## src/rtl/adc_seq_pkg.sv

```systemverilog
package adc_seq_pkg;

  typedef enum logic [2:0] {
    PH_SAMPLE,
    PH_NULL,
    PH_MSB,
    PH_LSB,
    PH_DONE
  } phase_e;

  // Decode the phase that holds after edge number c of a conversion.
  function automatic phase_e phase_of(input int unsigned c,
                                      input int unsigned sc,
                                      input int unsigned res);
    if (c < sc)                 return PH_SAMPLE;
    else if (c == sc)           return PH_NULL;
    else if (c <= sc + res)     return PH_MSB;
    else if (c < sc + 2 * res)  return PH_LSB;
    else                        return PH_DONE;
  endfunction

endpackage

```

## src/rtl/adc_rst_sync.sv

```systemverilog
module adc_rst_sync (
  input  logic sclk,
  input  logic rst_n,
  output logic rst_sync_n
);
  logic [1:0] stage_q;

  always_ff @(negedge sclk or negedge rst_n) begin
    if (!rst_n) stage_q <= 2'b00;
    else        stage_q <= {stage_q[0], 1'b1};
  end

  assign rst_sync_n = stage_q[1];
endmodule

```

## src/rtl/adc_seq_count.sv

```systemverilog
module adc_seq_count #(
  parameter int RES         = 16,
  parameter int SAMPLE_CLKS = 5,
  parameter int CNT_W       = 6
) (
  input  logic             sclk,
  input  logic             rst_n,
  input  logic             cs_n,
  output logic [CNT_W-1:0] cnt,
  output logic             advance
);
  localparam logic [CNT_W-1:0] LAST = CNT_W'(SAMPLE_CLKS + 2 * RES);

  logic [CNT_W-1:0] cnt_q, cnt_d;
  logic             cnt_en;

  always_comb begin
    advance = !cs_n && (cnt_q != LAST);
    cnt_en  = cs_n || advance;
    cnt_d   = cnt_q;
    if (cs_n)         cnt_d = '0;
    else if (advance) cnt_d = cnt_q + CNT_W'(1);
  end

  always_ff @(negedge sclk or negedge rst_n) begin
    if (!rst_n)      cnt_q <= '0;
    else if (cnt_en) cnt_q <= cnt_d;
  end

  assign cnt = cnt_q;
endmodule

```

## src/rtl/adc_sar_core.sv

```systemverilog
module adc_sar_core #(
  parameter int RES         = 16,
  parameter int SAMPLE_CLKS = 5,
  parameter int CNT_W       = 6
) (
  input  logic             sclk,
  input  logic             rst_n,
  input  logic             cs_n,
  input  logic             advance,
  input  logic [CNT_W-1:0] cnt,
  input  logic             cmp_ge,
  output logic [RES-1:0]   res,
  output logic [RES-1:0]   trial
);
  localparam logic [CNT_W-1:0] LOAD_AT  = CNT_W'(SAMPLE_CLKS - 1);
  localparam logic [CNT_W-1:0] DEC_LO   = CNT_W'(SAMPLE_CLKS);
  localparam logic [CNT_W-1:0] DEC_HI   = CNT_W'(SAMPLE_CLKS + RES);
  localparam logic [RES-1:0]   TOP_BIT  = {1'b1, {(RES-1){1'b0}}};

  logic [RES-1:0] res_q, res_d, trial_q, trial_d;
  logic           load, decide, sar_en;

  always_comb begin
    load    = advance && (cnt == LOAD_AT);
    decide  = advance && (cnt >= DEC_LO) && (cnt < DEC_HI);
    sar_en  = cs_n || load || decide;
    res_d   = res_q;
    trial_d = trial_q;
    if (cs_n) begin
      res_d   = '0;
      trial_d = '0;
    end else if (load) begin
      res_d   = '0;
      trial_d = TOP_BIT;
    end else if (decide) begin
      res_d   = res_q | (cmp_ge ? trial_q : '0);
      trial_d = trial_q >> 1;
    end
  end

  always_ff @(negedge sclk or negedge rst_n) begin
    if (!rst_n) begin
      res_q   <= '0;
      trial_q <= '0;
    end else if (sar_en) begin
      res_q   <= res_d;
      trial_q <= trial_d;
    end
  end

  assign res   = res_q;
  assign trial = trial_q;
endmodule

```

## src/rtl/adc_out_ser.sv

```systemverilog
module adc_out_ser
  import adc_seq_pkg::*;
#(
  parameter int RES         = 16,
  parameter int SAMPLE_CLKS = 5,
  parameter int CNT_W       = 6
) (
  input  logic             sclk,
  input  logic             rst_n,
  input  logic             cs_n,
  input  logic             advance,
  input  logic [CNT_W-1:0] cnt,
  input  logic             cmp_ge,
  input  logic [RES-1:0]   res,
  output logic             bit_out
);
  logic [CNT_W-1:0] cnt_nx;
  logic [RES-1:0]   rep_sel;
  phase_e           ph_nx;
  logic             bit_q, bit_d, rep_bit, out_en;

  assign cnt_nx = cnt + CNT_W'(1);

  // One select line per result bit for the LSB-first repeat.
  for (genvar b = 0; b < RES; b++) begin : g_rep
    assign rep_sel[b] = (cnt_nx == CNT_W'(SAMPLE_CLKS + RES + b));
  end

  always_comb begin
    ph_nx   = phase_of(int'(cnt_nx), SAMPLE_CLKS, RES);
    rep_bit = |(rep_sel & res);
    out_en  = cs_n || advance;
    bit_d   = 1'b0;
    if (!cs_n) begin
      unique case (ph_nx)
        PH_MSB:  bit_d = cmp_ge;
        PH_LSB:  bit_d = rep_bit;
        default: bit_d = 1'b0;
      endcase
    end
  end

  always_ff @(negedge sclk or negedge rst_n) begin
    if (!rst_n)      bit_q <= 1'b0;
    else if (out_en) bit_q <= bit_d;
  end

  assign bit_out = bit_q;
endmodule

```

## src/rtl/adc_sar_seq.sv

```systemverilog
module adc_sar_seq
  import adc_seq_pkg::*;
#(
  parameter int RES         = 16,
  parameter int SAMPLE_CLKS = 5
) (
  input  logic           sclk,
  input  logic           rst_n,
  input  logic           cs_n,
  input  logic           cmp_ge,
  output logic           sdo,
  output logic           sdo_oe,
  output logic [RES-1:0] dac_word,
  output logic           ana_active,
  output logic           dig_active
);
  localparam int               LAST_EDGE = SAMPLE_CLKS + 2 * RES;
  localparam int               CNT_W     = $clog2(LAST_EDGE + 1);
  localparam logic [CNT_W-1:0] ANA_END   = CNT_W'(SAMPLE_CLKS + RES);

  logic             rst_sync_n, advance, bit_out;
  logic [CNT_W-1:0] cnt;
  logic [RES-1:0]   res, trial;
  phase_e           ph;

  adc_rst_sync u_rst (
    .sclk       (sclk),
    .rst_n      (rst_n),
    .rst_sync_n (rst_sync_n)
  );

  adc_seq_count #(.RES(RES), .SAMPLE_CLKS(SAMPLE_CLKS), .CNT_W(CNT_W)) u_cnt (
    .sclk    (sclk),
    .rst_n   (rst_sync_n),
    .cs_n    (cs_n),
    .cnt     (cnt),
    .advance (advance)
  );

  adc_sar_core #(.RES(RES), .SAMPLE_CLKS(SAMPLE_CLKS), .CNT_W(CNT_W)) u_sar (
    .sclk    (sclk),
    .rst_n   (rst_sync_n),
    .cs_n    (cs_n),
    .advance (advance),
    .cnt     (cnt),
    .cmp_ge  (cmp_ge),
    .res     (res),
    .trial   (trial)
  );

  adc_out_ser #(.RES(RES), .SAMPLE_CLKS(SAMPLE_CLKS), .CNT_W(CNT_W)) u_ser (
    .sclk    (sclk),
    .rst_n   (rst_sync_n),
    .cs_n    (cs_n),
    .advance (advance),
    .cnt     (cnt),
    .cmp_ge  (cmp_ge),
    .res     (res),
    .bit_out (bit_out)
  );

  always_comb begin
    ph         = phase_of(int'(cnt), SAMPLE_CLKS, RES);
    sdo_oe     = !cs_n && (ph inside {PH_NULL, PH_MSB, PH_LSB});
    sdo        = sdo_oe && bit_out;
    ana_active = !cs_n && (cnt < ANA_END);
    dig_active = !cs_n;
    dac_word   = res | trial;
  end
endmodule

```

## config.mk

```make
export PLATFORM = sky130hd
export DESIGN_NAME = adc_sar_seq
export DESIGN_NICKNAME = d
export VERILOG_FILES = /design/src/rtl/adc_seq_pkg.sv /design/src/rtl/adc_rst_sync.sv /design/src/rtl/adc_seq_count.sv /design/src/rtl/adc_sar_core.sv /design/src/rtl/adc_out_ser.sv /design/src/rtl/adc_sar_seq.sv
export SDC_FILE = /design/constraint.sdc
export NUM_CORES = 1
export LEC_CHECK = 0
export BUFFER_PORTS_ARGS = -buffer_cell sky130_fd_sc_hd__clkbuf_2
export CAP_MARGIN = 20
export CORE_ASPECT_RATIO = 1.75
export CORE_MARGIN = 2
export CORE_UTILIZATION = 47
export CTS_BUF_LIST = sky130_fd_sc_hd__clkbuf_8 sky130_fd_sc_hd__clkbuf_16
export DETAILED_ROUTE_END_ITERATION = 16
export PLACE_DENSITY = 0.69
export SKIP_LAST_GASP = 1
export SLEW_MARGIN = 30
export SYNTH_ARGS = -nofsm -noshare
export SYNTH_HDL_FRONTEND = slang
export SYNTH_SLANG_ARGS = --single-unit
```

## constraint.sdc

```tcl
create_clock -name sclk -period 2.6 [get_ports sclk]
set_input_delay 0.52 -clock sclk [delete_from_list [all_inputs] [get_ports sclk]]
set_output_delay 0.52 -clock sclk [all_outputs]
set_load 0.02 [all_outputs]
```

==> metrics.yaml <==
drt:
  drt-pass1-iter-count: 6
  drt_iter0_drc: 65
  num_vias: 1967
  ant_nets: 0
  wl_per_cell_um: 16.89
  wl_mm: 5.727
  viasPerCell: 5.802
  drc_errors: 0
cells_and_area:
  fin_area_mm2: 0.003211
  diodes: 0
  instances_no_fill: 339
  fillers: 306
  final_core_util_pct: 73.57
  fin_nets: 299
  drive_gt1_share_pct: 48.26
  area_growth_pct: 51.03
clock_tree:
  htree_levels: 2
  cts_tree: "done"
  hold_buffers: 0
  clock_sinks: 41
  cts_root_buf: "clkbuf_8"
  cts_max_path_buffers: 2
  clkTransAtPathRegs_ns: 0.05
  insertion_delay_ns: 0.30
  numCtsBuffers: 5
worst_setup_path:
  worstPathArrival_ns: 3.07
  reg2reg_slack_ns: 0.21
  critPathKind: "reg -> out"
  cp-start-kind: "flop"
  cp_max_fo: 2
  critPathLaunch: "u_cnt.cnt[1]$_DFFE_NN0P_"
  cp-end-kind: "output pin"
  reg2reg_from: "u_cnt.cnt[0]$_DFFE_NN0P_"
  required_ns: 2.08
power:
  combPwrFrac_pct: 14.3
  total_power_mw: 1.254
  seqPwrFrac_pct: 52.1
  p_leak_nw: 1.630
  switching_power_mw: 0.3201
  swShare_pct: 25.53
  clockPowerShare_pct: 33.6
  internal-power_mw: 0.9335
  vdd_drop_max_uv: 472.2
  power_density_mw_per_mm2: 390.5
timing:
  final-hold-violation-count: 0
  tightest_slew_ns: 0.6308
  tns_ns: -6.929
  clock_skew_ns: 0.007172
  worst_slack_ns: -0.9940
  slew_headroom_pct: 57.65
  whs_ns: 0.2498
  rsz0062_at_grt: "true"
  final-setup-viol-count: 19
  drv_slew: 0
yosys:
  syn_avg_cell_area_um2: 10.90
  synth_edf_count: 0
  synthCells: 195
  ys_types: 46
  yosysMostFrequentCell: "dfrtn_1"
  syn_nets: 206
  yosysWarnings: 0
  synth_top_area_cell: "dfrtn_1"
  async_flop_share_pct: 100.0
  netlist_top_cells_count: "dfrtn_1 (41), a22o_1 (31), or2_2 (17)"
  ys_seq_elements: 41
  synth_area_leaders: "dfrtn_1 (48%), a22o_1 (13%), or2_2 (5.0%)"
  synth_seq_area_share_pct: 48.26
  synth-main-ff-cell: "dfrtn_1"
  syn-cell-area_mm2: 0.002126
  synth_top_area_share_pct: 48.26
run:
  drv_cap: 0
placement:
  place_area_mm2: 0.002654
  hpwlAfterDp_mm: 3.538
  portBuffers: 23
  pre_cts_ws_ns: -0.7414
  placed_cells: 304
  place_congestion: 0.8763
global_routing:
  grt_pass1_wl_mm: 9.487
  overflow: 0
  grt_max_degree: 40
  grt_pass1_vias: 2085
  antenna_found_initial: 0
  grt_use_total_pct: 25.54
worst_hold_path:
  hold_class: "reg -> async"
die:
  fp.dieH_um: 92.97
  start_util_pct: 48.71
  core-area_mm2: 0.004364
  std_cell_rows: 32
  pin_count: 24
  die_w_um: 54.84
  die-area_mm2: 0.005098
outcome:
  status: "finished, violations left"
  violations: "setup timing"
-- registers in the layout, indices dropped and copies added (netlist names) --
name	flops
u_sar.trial	16
u_ser.bit_out	1
u_rst.stage_q	2
u_sar.res	16
u_cnt.cnt	6
-- per-layer routing --
layer  track usage [%]  routed length [µm]  up-vias  part of all wire [%]
li1                  -                   -      897                     -
met1             30.85                2188      988                    38
met2             40.77                3139       59                    55
met3             4.839                 182       23                   3.2
met4             14.17                 217        0                   3.8
met5                 0                   0        -                     0
-- critical path, stage by stage (launching register included) --
cell and delay, ns:
dfrtn_1 0.38, inv_4 0.08, ha_4 0.14, nor2b_4 0.04, buf_4 0.13, buf_6 0.11, buf_6 0.11, buf_6 0.10
o21ai_2 0.13, nand2_2 0.08, inv_2 0.05, clkbuf_8 0.13
-- what timing repair did --
action                                  4_1_cts  5_1_grt
pin swaps                                     3        4
endpoints found under the setup margin       19       20
gates resized for setup                      57       21
cloned                                        0        0
buffers inserted                             16       12
-- cells by family (layout without fill, tap and decap cells) --
kind of cell | Yosys count | after routing | share of synthesized area [%]
adder cells (fa/ha/maj) | 7 | 7 | 4.120
other | 1 | 1 | 0.1764
flip-flops | 41 | 41 | 48.26
buffers and inverters | 18 | 111 | 5.003
XOR/XNOR | 6 | 6 | 2.472
AND/OR/NAND/NOR | 60 | 60 | 16.24
AO/OA/AOI/OAI | 61 | 61 | 23.25
multiplexers | 1 | 1 | 0.4709
-- power by group through the flow --
stage	combinational, mW	sequential, mW	clock (mW)
after floorplan	0.0946	0.674	0
after global placement	0.157	0.664	0
after detailed placement	0.159	0.664	0
after CTS	0.173	0.653	0.428
after global routing	0.196	0.653	0.448
final	0.180	0.653	0.421
-- cell type report --
type / count / area, µm² / share of cell area (%)
well taps: 51 / 63.81 / 1.988
clock inverters: 1 / 3.754 / 0.1169
flip-flops and latches: 41 / 1026 / 31.96
repair buffers: 100 / 930.9 / 28.99
multi-input cells: 136 / 1084 / 33.75
clock buffers: 6 / 82.58 / 2.572
inverters: 4 / 20.02 / 0.6235
-- path summary, 6_finish.rpt --
check / end / depth (start not counted)
setup / recovery: ana_active / 11
hold / removal: u_sar.trial[2]$_DFFE_NN0P_ / 1
min in group sclk: u_rst.stage_q[1]$_DFF_NN0_ / 0
setup reg to reg: u_ser.bit_out$_DFFE_NN0P_ / 8
max in group asynchronous: u_rst.stage_q[0]$_DFF_NN0_ / 1
hold reg to reg: u_sar.trial[2]$_DFFE_NN0P_ / 1
-- cells in the final DEF, fill, tap and decap left out, types with 3 or more instances in the layout --
cell / Yosys / routed
buf_4: 1 / 71
dfrtn_1: 41 / 41
a22o_1: 31 / 31
buf_8: 0 / 18
or2_4: 0 / 16
a21oi_1: 8 / 8
nand2_1: 9 / 8
nor2_1: 8 / 7
clkbuf_8: 0 / 7
nor3_1: 5 / 5
nand3_1: 5 / 5
ha_1: 7 / 5
a22oi_1: 4 / 4
clkbuf_2: 0 / 4
xnor2_1: 4 / 3
buf_12: 0 / 3
buf_6: 4 / 3
No activity file was read; power rests on OpenSTA's default activity.
